**src/rtl/timer_pkg.sv**
```systemverilog
package timer_pkg;
  localparam int NBANK = 2;

  typedef enum logic [1:0] {
    ADDR_CMP  = 2'd0,
    ADDR_TVAL = 2'd1,
    ADDR_CTL  = 2'd2,
    ADDR_OFF  = 2'd3
  } reg_addr_e;

  localparam int CTL_EN_BIT   = 0;
  localparam int CTL_MASK_BIT = 1;
  localparam int CTL_STAT_BIT = 2;

  typedef struct packed {
    logic      bank;
    logic      ldCmp;
    logic      ldTval;
    logic      ldCtl;
    logic      ldOff;
    reg_addr_e rdSel;
  } strobe_t;
endpackage

```
**src/rtl/tmr_ctrl.sv**
```systemverilog
module tmr_ctrl
  import timer_pkg::*;
(
  input  logic       regWrEn,
  input  logic [1:0] regAddr,
  input  logic       secureSel,
  output strobe_t    strb
);
  reg_addr_e addrE;

  always_comb begin
    addrE       = reg_addr_e'(regAddr);
    strb        = '0;
    strb.bank   = secureSel;
    strb.rdSel  = addrE;
    strb.ldCmp  = regWrEn && (addrE == ADDR_CMP);
    strb.ldTval = regWrEn && (addrE == ADDR_TVAL);
    strb.ldCtl  = regWrEn && (addrE == ADDR_CTL);
    strb.ldOff  = regWrEn && (addrE == ADDR_OFF);
  end
endmodule

```
**src/rtl/tmr_datapath.sv**
```systemverilog
module tmr_datapath
  import timer_pkg::*;
#(
  parameter int CNT_W = 64,
  parameter int TV_W  = 32
) (
  input  logic             clk,
  input  logic             rstN,
  input  strobe_t          strb,
  input  logic [CNT_W-1:0] wrData,
  input  logic [CNT_W-1:0] countIn,
  input  logic             offsetMode,
  output logic [CNT_W-1:0] rdData,
  output logic [NBANK-1:0] irqVec
);
  localparam int EXT_W = CNT_W - TV_W;

  logic [CNT_W-1:0] offReg;
  logic [CNT_W-1:0] effCount;
  logic [CNT_W-1:0] tvalExt;
  logic [CNT_W-1:0] cmpVal [NBANK];
  logic [NBANK-1:0] enVec, maskVec, condVec;

  assign effCount = offsetMode ? (countIn - offReg) : countIn;
  assign tvalExt  = {{EXT_W{wrData[TV_W-1]}}, wrData[TV_W-1:0]};

  always_ff @(posedge clk or negedge rstN) begin
    if (!rstN)           offReg <= '0;
    else if (strb.ldOff) offReg <= wrData;
  end

  for (genvar b = 0; b < NBANK; b++) begin : g_bank
    logic [CNT_W-1:0] cmpR;
    logic             enR, maskR;
    logic             hit;

    assign hit = (strb.bank == b[0]);

    always_ff @(posedge clk or negedge rstN) begin
      if (!rstN) begin
        cmpR  <= '0;
        enR   <= 1'b0;
        maskR <= 1'b0;
      end else if (hit) begin
        if (strb.ldCmp)  cmpR <= wrData;
        if (strb.ldTval) cmpR <= effCount + tvalExt;
        if (strb.ldCtl) begin
          enR   <= wrData[CTL_EN_BIT];
          maskR <= wrData[CTL_MASK_BIT];
        end
      end
    end

    assign cmpVal[b]  = cmpR;
    assign enVec[b]   = enR;
    assign maskVec[b] = maskR;
    assign condVec[b] = enR && (effCount >= cmpR);
    assign irqVec[b]  = condVec[b] && !maskR;
  end

  logic [CNT_W-1:0] selCmp;
  logic [TV_W-1:0]  tvalLow;

  assign selCmp  = cmpVal[strb.bank];
  assign tvalLow = selCmp[TV_W-1:0] - effCount[TV_W-1:0];

  always_comb begin
    rdData = '0;
    unique case (strb.rdSel)
      ADDR_CMP:  rdData = selCmp;
      ADDR_TVAL: if (enVec[strb.bank]) rdData[TV_W-1:0] = tvalLow;
      ADDR_CTL: begin
        rdData[CTL_EN_BIT]   = enVec[strb.bank];
        rdData[CTL_MASK_BIT] = maskVec[strb.bank];
        rdData[CTL_STAT_BIT] = condVec[strb.bank];
      end
      ADDR_OFF:  rdData = offReg;
      default:   rdData = '0;
    endcase
  end
endmodule

```
**src/rtl/phys_cmp_timer.sv**
```systemverilog
module phys_cmp_timer
  import timer_pkg::*;
#(
  parameter int CNT_W = 64,
  parameter int TV_W  = 32
) (
  input  logic             clk,
  input  logic             rstN,
  input  logic [CNT_W-1:0] countIn,
  input  logic             offsetMode,
  input  logic             secureSel,
  input  logic             regWrEn,
  input  logic [1:0]       regAddr,
  input  logic [CNT_W-1:0] regWrData,
  output logic [CNT_W-1:0] regRdData,
  output logic [1:0]       irqOut
);
  strobe_t strb;

  tmr_ctrl u_ctrl (
    .regWrEn  (regWrEn),
    .regAddr  (regAddr),
    .secureSel(secureSel),
    .strb     (strb)
  );

  tmr_datapath #(.CNT_W(CNT_W), .TV_W(TV_W)) u_dp (
    .clk       (clk),
    .rstN      (rstN),
    .strb      (strb),
    .wrData    (regWrData),
    .countIn   (countIn),
    .offsetMode(offsetMode),
    .rdData    (regRdData),
    .irqVec    (irqOut)
  );
endmodule

```
**config.mk**
```make
export PLATFORM = sky130hd
export DESIGN_NAME = phys_cmp_timer
export DESIGN_NICKNAME = d
export VERILOG_FILES = /design/src/rtl/timer_pkg.sv /design/src/rtl/tmr_ctrl.sv /design/src/rtl/tmr_datapath.sv /design/src/rtl/phys_cmp_timer.sv
export SDC_FILE = /design/constraint.sdc
export NUM_CORES = 1
export LEC_CHECK = 0
export BUFFER_PORTS_ARGS = -buffer_cell sky130_fd_sc_hd__buf_4
export CAP_MARGIN = 40
export CORE_ASPECT_RATIO = 1.5
export CORE_MARGIN = 4
export CORE_UTILIZATION = 55
export CTS_BUF_LIST = sky130_fd_sc_hd__clkbuf_16
export DETAILED_ROUTE_END_ITERATION = 12
export GPL_TIMING_DRIVEN = 0
export PLACE_DENSITY = 0.8
export SLEW_MARGIN = 25
export SYNTH_ARGS = -nofsm -noshare
export SYNTH_HDL_FRONTEND = slang
export SYNTH_SLANG_ARGS = --single-unit
```
**constraint.sdc**
```tcl
create_clock -name clk -period 7.74 [get_ports clk]
set_input_delay 1.548 -clock clk [delete_from_list [all_inputs] [get_ports clk]]
set_output_delay 1.548 -clock clk [all_outputs]
set_load 0.01 [all_outputs]
```
==> flow_summary.yaml, run 1 <==
placed_design:
  place.gp.congestion: 1.01
  hpwl_um: 72000
  place_area_sq_um: 25000
  place_inst: 3630
  io_buffers: 199
setup_path:
  cp-start-kind: "input pin"
  crit_slowest_cell: "a211oi_4"
  crit_type: "in -> out"
  reg2reg_from: "u_dp.offReg[1]$_DFFE_PN0P_"
  required_ps: 6190
  r2r_slack_ps: 1170
  cp-end-kind: "output port"
  timing.rr.end: "u_dp.g_bank[0].cmpR[58]$_DFFE_PN0P_"
  timing.critical_path.mode_cell: "a21oi_2"
  path_max_fanout: 3
  slowest_delay_ps: 480
  r2r_cells: 26
  worst_ep_arrival_time_ps: 6710
logic_synthesis:
  synth_top_area_share_pct: 21.6
  synth.most_common_cell: "nand2_1"
  synth_cell_type_count: 87
  synth_top_area_cell: "dfrtp_1"
  synth_seq_area_share_pct: 21.6
  synth_top_family_by_area: "compound AO/OA/AOI/OAI gates"
  synth_ff_type: "dfrtp_1"
  synthMuxAreaShare_pct: 8.86
  yosys_warnings: 0
  syn_inst: 2907
  synth_async_sr_flop_share_pct: 100
  synth-seq-cells: 196
  synth-xor-area-share_pct: 5.41
  synthAdderAreaFrac_pct: 16.3
  synth_area_leaders: "dfrtp_1, ha_1, a21oi_1"
  ys_top_cells_by_count: "nand2_1, ha_1, a21oi_1"
  synth_edf_count: 0
  syn_nets: 3336
  synth_compound_area_share_pct: 24.5
  avgSynthCellArea_sq_um: 7.80
  synthesis.area_sq_um: 22700
  synthSimpleGateAreaFrac_pct: 16.2
layout:
  final_cells: 3708
  fillers: 3626
  fin_area_sq_um: 26800
  layout-drive-gt1-share_pct: 18.6
  syn2layout_area_growth_pct: 18.2
  nNetsFinal: 3618
  diodes: 0
floorplanning:
  dieHeight_um: 257
  dieArea_sq_um: 44600
  start_util_pct: 55.9
  io_pins: 201
  die_w_um: 174
  coreArea_sq_um: 40500
  row_count: 90
cts:
  cts_root_buffer: "clkbuf_16"
  htreeDepth: 4
  cts_tree: "yes"
  numCtsBuffers: 17
  hold_buffers: 0
  clkTransAtPathRegs_ps: 70
  clockBufferDepth: 2
  clk_latency_ps: 480
  cts_sinks: 196
job:
  drv_cap: 0
detailed_routing:
  viasPerCell: 6.41
  wire_per_inst_um: 24.0
  dr.pass1.iters: 8
  ant_nets: 0
  vias: 23800
  wl_um: 89100
  drc: 0
  drtIter0Drc: 2323
sta:
  clock_skew_ps: 18.3
  setup_viol: 8
  slew_viol_final: 0
  period_minus_slack_ps: 8260
  max_freq_mhz: 121
  fin_ws_ps: -521
  rsz0062_at_grt: "true"
  max_slew_margin_pct: 40.2
  worstMarginPinSlew_ps: 896
  fin_crit_sh_pct: 107
  hold_violations: 0
  finalSetupTns_ps: -2360
outcome:
  violations: "setup timing"
  status: "complete, but fails checks"
min_path:
  min_path_type: "reg -> reg"
  hold_end: "u_dp.g_bank[0].cmpR[1]$_DFFE_PN0P_"
  worstHoldStart: "u_dp.g_bank[0].cmpR[1]$_DFFE_PN0P_"
  hold_path_depth: 2
grt:
  track_usage_pct: 38.4
  grt_max_degree: 90
  grt_remaining_overflow: 0
  grt_antenna_before_repair: 0
  grt_pass1_wl_um: 135000
  first_global_vias: 24200
power_and_ir_drop:
  leakage_nw: 12.8
  vdd_ir_drop_max_uv: 145
  finalPower_mw: 7.29
  pwr_density_cell_nw_per_um2: 272
## metal layers
metal / track usage [%] / vias up / share of wire, %
li1: - / 10900 / -
met1: 42.9 / 11400 / 36
met2: 66.1 / 1156 / 48
met3: 5.04 / 367 / 6.7
met4: 28.9 / 0 / 9.0
met5: 0 / - / 0
## worst max-delay path by stage
stage                     cells past startpoint        start       endpoint
after floorplan                              26   countIn[0]  regRdData[27]
after global placement                       26   countIn[0]   regRdData[2]
after detailed placement                     26   countIn[0]   regRdData[2]
after CTS                                    26   countIn[1]   regRdData[2]
after global routing                         26  countIn[30]   regRdData[2]
final                                        28   countIn[0]   regRdData[2]
## cells by family after synthesis
| group | count (synthesis) |
|---|---|
| AO/OA/AOI/OAI | 899 |
| AND/OR/NAND/NOR | 804 |
| buffers and inverters | 389 |
| adder cells (fa/ha/maj) | 294 |
| flip-flops | 196 |
| multiplexers | 185 |
| XOR/XNOR | 140 |
## cell type report
class	instances	area (sq um)	area share [%]
well taps	506	633	2.36
clock buffers	17	425	1.59
clock inverters	15	111	0.416
repair buffers	266	2140	7.99
inverters	263	995	3.71
flip-flops and latches	196	4900	18.3
multi-input cells	2322	17000	63.3
plain buffers	123	616	2.30
## worst max-delay path, delay by kind of cell
family                     cells  cell delay (ps)
xor gates and xnor gates       1               90
adders and majority gates      3              800
buffers and inverters          5              530
and+or+nand+nor                3              430
muxes                          1              300
AOI/OAI and AO/OA             15             3020
## what timing repair did
action	CTS	global route
endpoints found under the hold margin	0	0
gates resized for setup	124	76
setup endpoints to repair	27	18
buffers inserted	27	21
pin swaps	66	76
## flip-flops by register name, indices dropped and copies added, names as in the netlist
name and flops:
u_dp.g_bank.cmpR 128, u_dp.offReg 64, u_dp.g_bank.maskR 2, u_dp.g_bank.enR 2
## stage by stage
stage	hold slack [ps]	util [%]	setup slack, ps
after global placement	464	61.2	-2310
after floorplan	450	-	69.6
after CTS	486	65.0	-417
after global routing	527	66.1	-609
after detailed placement	470	61.8	-1780
final	487	66.1	-521
## power breakdown
group	internal [mW]	leakage [nW]	switching, mW
registers	1.24	2.40	0.185
logic	2.07	10.1	2.90
clock network	0.414	0.260	0.478
total	3.73	12.8	3.57
## layout by cell type (no fill, tap or decap), drive strengths merged, types with 35 or more instances in the layout
cell type	instances
ha	291
mux2	125
dfrtp	196
nor2b	42
nand3	46
xor2	65
xnor2	75
a21o	118
inv	267
a21oi	285
clkbuf	111
nor2	231
a31oi	35
buf	294
nand2	297
mux2i	60
o21ai	265
nand4	56
(Power assumes the default switching activity.)
==> inputs of run 2 (changes only) <==
--- a/config.mk
+++ b/config.mk
@@ -9,11 +9,11 @@
 export CAP_MARGIN = 40
 export CORE_ASPECT_RATIO = 1.5
 export CORE_MARGIN = 4
-export CORE_UTILIZATION = 55
+export CORE_UTILIZATION = 36
 export CTS_BUF_LIST = sky130_fd_sc_hd__clkbuf_16
 export DETAILED_ROUTE_END_ITERATION = 12
 export GPL_TIMING_DRIVEN = 0
-export PLACE_DENSITY = 0.8
+export PLACE_DENSITY = 0.58
 export SLEW_MARGIN = 25
 export SYNTH_ARGS = -nofsm -noshare
 export SYNTH_HDL_FRONTEND = slang
==> run 2 against run 1 <==
The flow still finishes with violations (setup timing). Utilization down 23 points. Final area up 1.4%. Count of clock-buffer cells in the layout unchanged. Wire length up 3.8%. Cell count up 7.8%. Sequential power about the same. Register-to-register slack worse by 100 ps. Non-clock buffer count down 2. Critical path type unchanged. Critical endpoint unchanged. Largest power group unchanged.
==> flow_summary.yaml, run 2 (synthesis results as in run 1) <==
sta:
  holdWs_ps: 488
  worstMarginPinSlew_ps: 902
  setup_viol: 10
  clock_skew_ps: 22.1
  slew_viol_final: 0
  finalSetupTns_ps: -2360
  max_slew_margin_pct: 39.9
  fin_crit_sh_pct: 107
  period_minus_slack_ps: 8260
  max_freq_mhz: 121
  rsz0062_at_grt: "true"
  fin_ws_ps: -519
  hold_violations: 0
setup_path:
  timing.rr.end: "u_dp.g_bank[0].cmpR[59]$_DFFE_PN0P_"
  r2r_slack_ps: 1070
  crit_slowest_cell: "a221o_1"
  required_ps: 6190
  timing.critical_path.mode_cell: "a21o_1"
  worst_ep_arrival_time_ps: 6710
  crit_type: "in -> out"
  cp-end-kind: "output port"
  cp-start-kind: "input pin"
  reg2reg_from: "u_dp.offReg[1]$_DFFE_PN0P_"
  r2r_cells: 25
  path_max_fanout: 8
  slowest_delay_ps: 440
layout:
  fin_area_sq_um: 27200
  multi_input_area_sq_um: 16900
  final_cells: 3999
  regArea_sq_um: 4900
  largest_reg_flops: 128
  nNetsFinal: 3616
  fillers: 6504
  mostFrequentLayoutCell: "nand2_1"
  largest_register: "u_dp.g_bank.cmpR"
  final_cell_mix: "nand2_1, ha_1, a21oi_1"
  layout-drive-gt1-share_pct: 18.0
  reg_top3: "u_dp.g_bank.cmpR (128), u_dp.offReg (64)"
  syn2layout_area_growth_pct: 19.8
detailed_routing:
  ant_nets: 0
  drtIter0Drc: 1382
  drc: 0
  wire_per_inst_um: 23.1
  wl_um: 92500
  vias: 22600
  dr.pass1.iters: 7
  viasPerCell: 5.66
power_and_ir_drop:
  pwr_density_cell_nw_per_um2: 269
  leakage_nw: 12.8
  vdd_ir_drop_max_uv: 147
cts:
  clockBufferDepth: 2
  cts_root_buffer: "clkbuf_16"
  htreeDepth: 4
  clkTransAtPathRegs_ps: 70
  numCtsBuffers: 17
  hold_buffers: 0
  clk_latency_ps: 500
  cts_tree: "yes"
  cts_sinks: 196
outcome:
  status: "complete, but fails checks"
  violations: "setup timing"
floorplanning:
  start_util_pct: 36.4
  dieHeight_um: 315
  die_w_um: 213
  row_count: 112
  io_pins: 201
  coreArea_sq_um: 62400
  dieArea_sq_um: 67100
grt:
  grt_antenna_before_repair: 2
  first_global_vias: 23000
  grt_pass1_wl_um: 137000
  grt_remaining_overflow: 0
  track_usage_pct: 27.0
  grt_max_degree: 83
placed_design:
  place_inst: 3925
  place.gp.congestion: 0.973
  io_buffers: 199
  hpwl_um: 76700
  place_area_sq_um: 25400
  place_ws_ps: -1740
min_path:
  hold_end: "u_dp.g_bank[0].cmpR[21]$_DFFE_PN0P_"
  min_path_type: "reg -> reg"
  worstHoldStart: "u_dp.g_bank[0].cmpR[21]$_DFFE_PN0P_"
  hold_path_depth: 2
job:
  drv_cap: 0
run 2: area by class of cell:
| type | instances | share of cell area [%] |
|---|---|---|
| inverter | 263 | 3.65 |
| tap | 798 | 3.68 |
| multi-input combinational | 2322 | 62.3 |
| timing repair buffer | 264 | 7.87 |
| sequential | 196 | 18.1 |
| clock inverter | 15 | 0.608 |
| clock buffer | 17 | 1.57 |
| antenna | 1 | 0.00922 |
| buffer | 123 | 2.28 |
run 2: critical path, delay by kind of cell:
family,cells,cell delay (ps)
AO/OA/AOI/OAI,15,2980
AND/OR/NAND/NOR,3,650
adder cells (fa/ha/maj),2,600
buffers and inverters,3,440
multiplexers,1,310
XOR/XNOR,1,160
run 2: through the flow:
stage	power [mW]	utilization, %
final	7.32	43.5
after global placement	5.85	40.3
after detailed placement	5.90	40.8
after global routing	7.88	43.5
after CTS	7.19	43.1
after floorplan	4.57	-
run 2: timing repair:
action	CTS	global route
gates resized for setup	145	39
setup buffers	33	10
hold endpoints to repair	0	0
pin swaps	75	56
endpoints found under the setup margin	40	18
run 2: worst max-delay path by stage:
stage,from,endpoint,slack (ps),cells after the start
CTS,countIn[1],regRdData[2],-550,26
detailed placement,countIn[0],regRdData[2],-1740,26
global route,countIn[30],regRdData[2],-680,25
global placement,countIn[0],regRdData[2],-2230,27
finish,countIn[30],regRdData[2],-520,25
floorplan,countIn[0],regRdData[27],70,26
run 2: layer usage:
layer	vias up	track usage [%]	wire length, um
met2	632	49.0	46800
met3	198	2.62	3700
met1	10900	30.3	35500
li1	10900	-	-
met5	-	0	0
met4	0	16.0	6430
run 2: report_power, final:
part	leakage, nW	switching, mW	internal (mW)
registers	2.40	0.176	1.24
clock network	0.293	0.499	0.460
logic	10.1	2.86	2.07
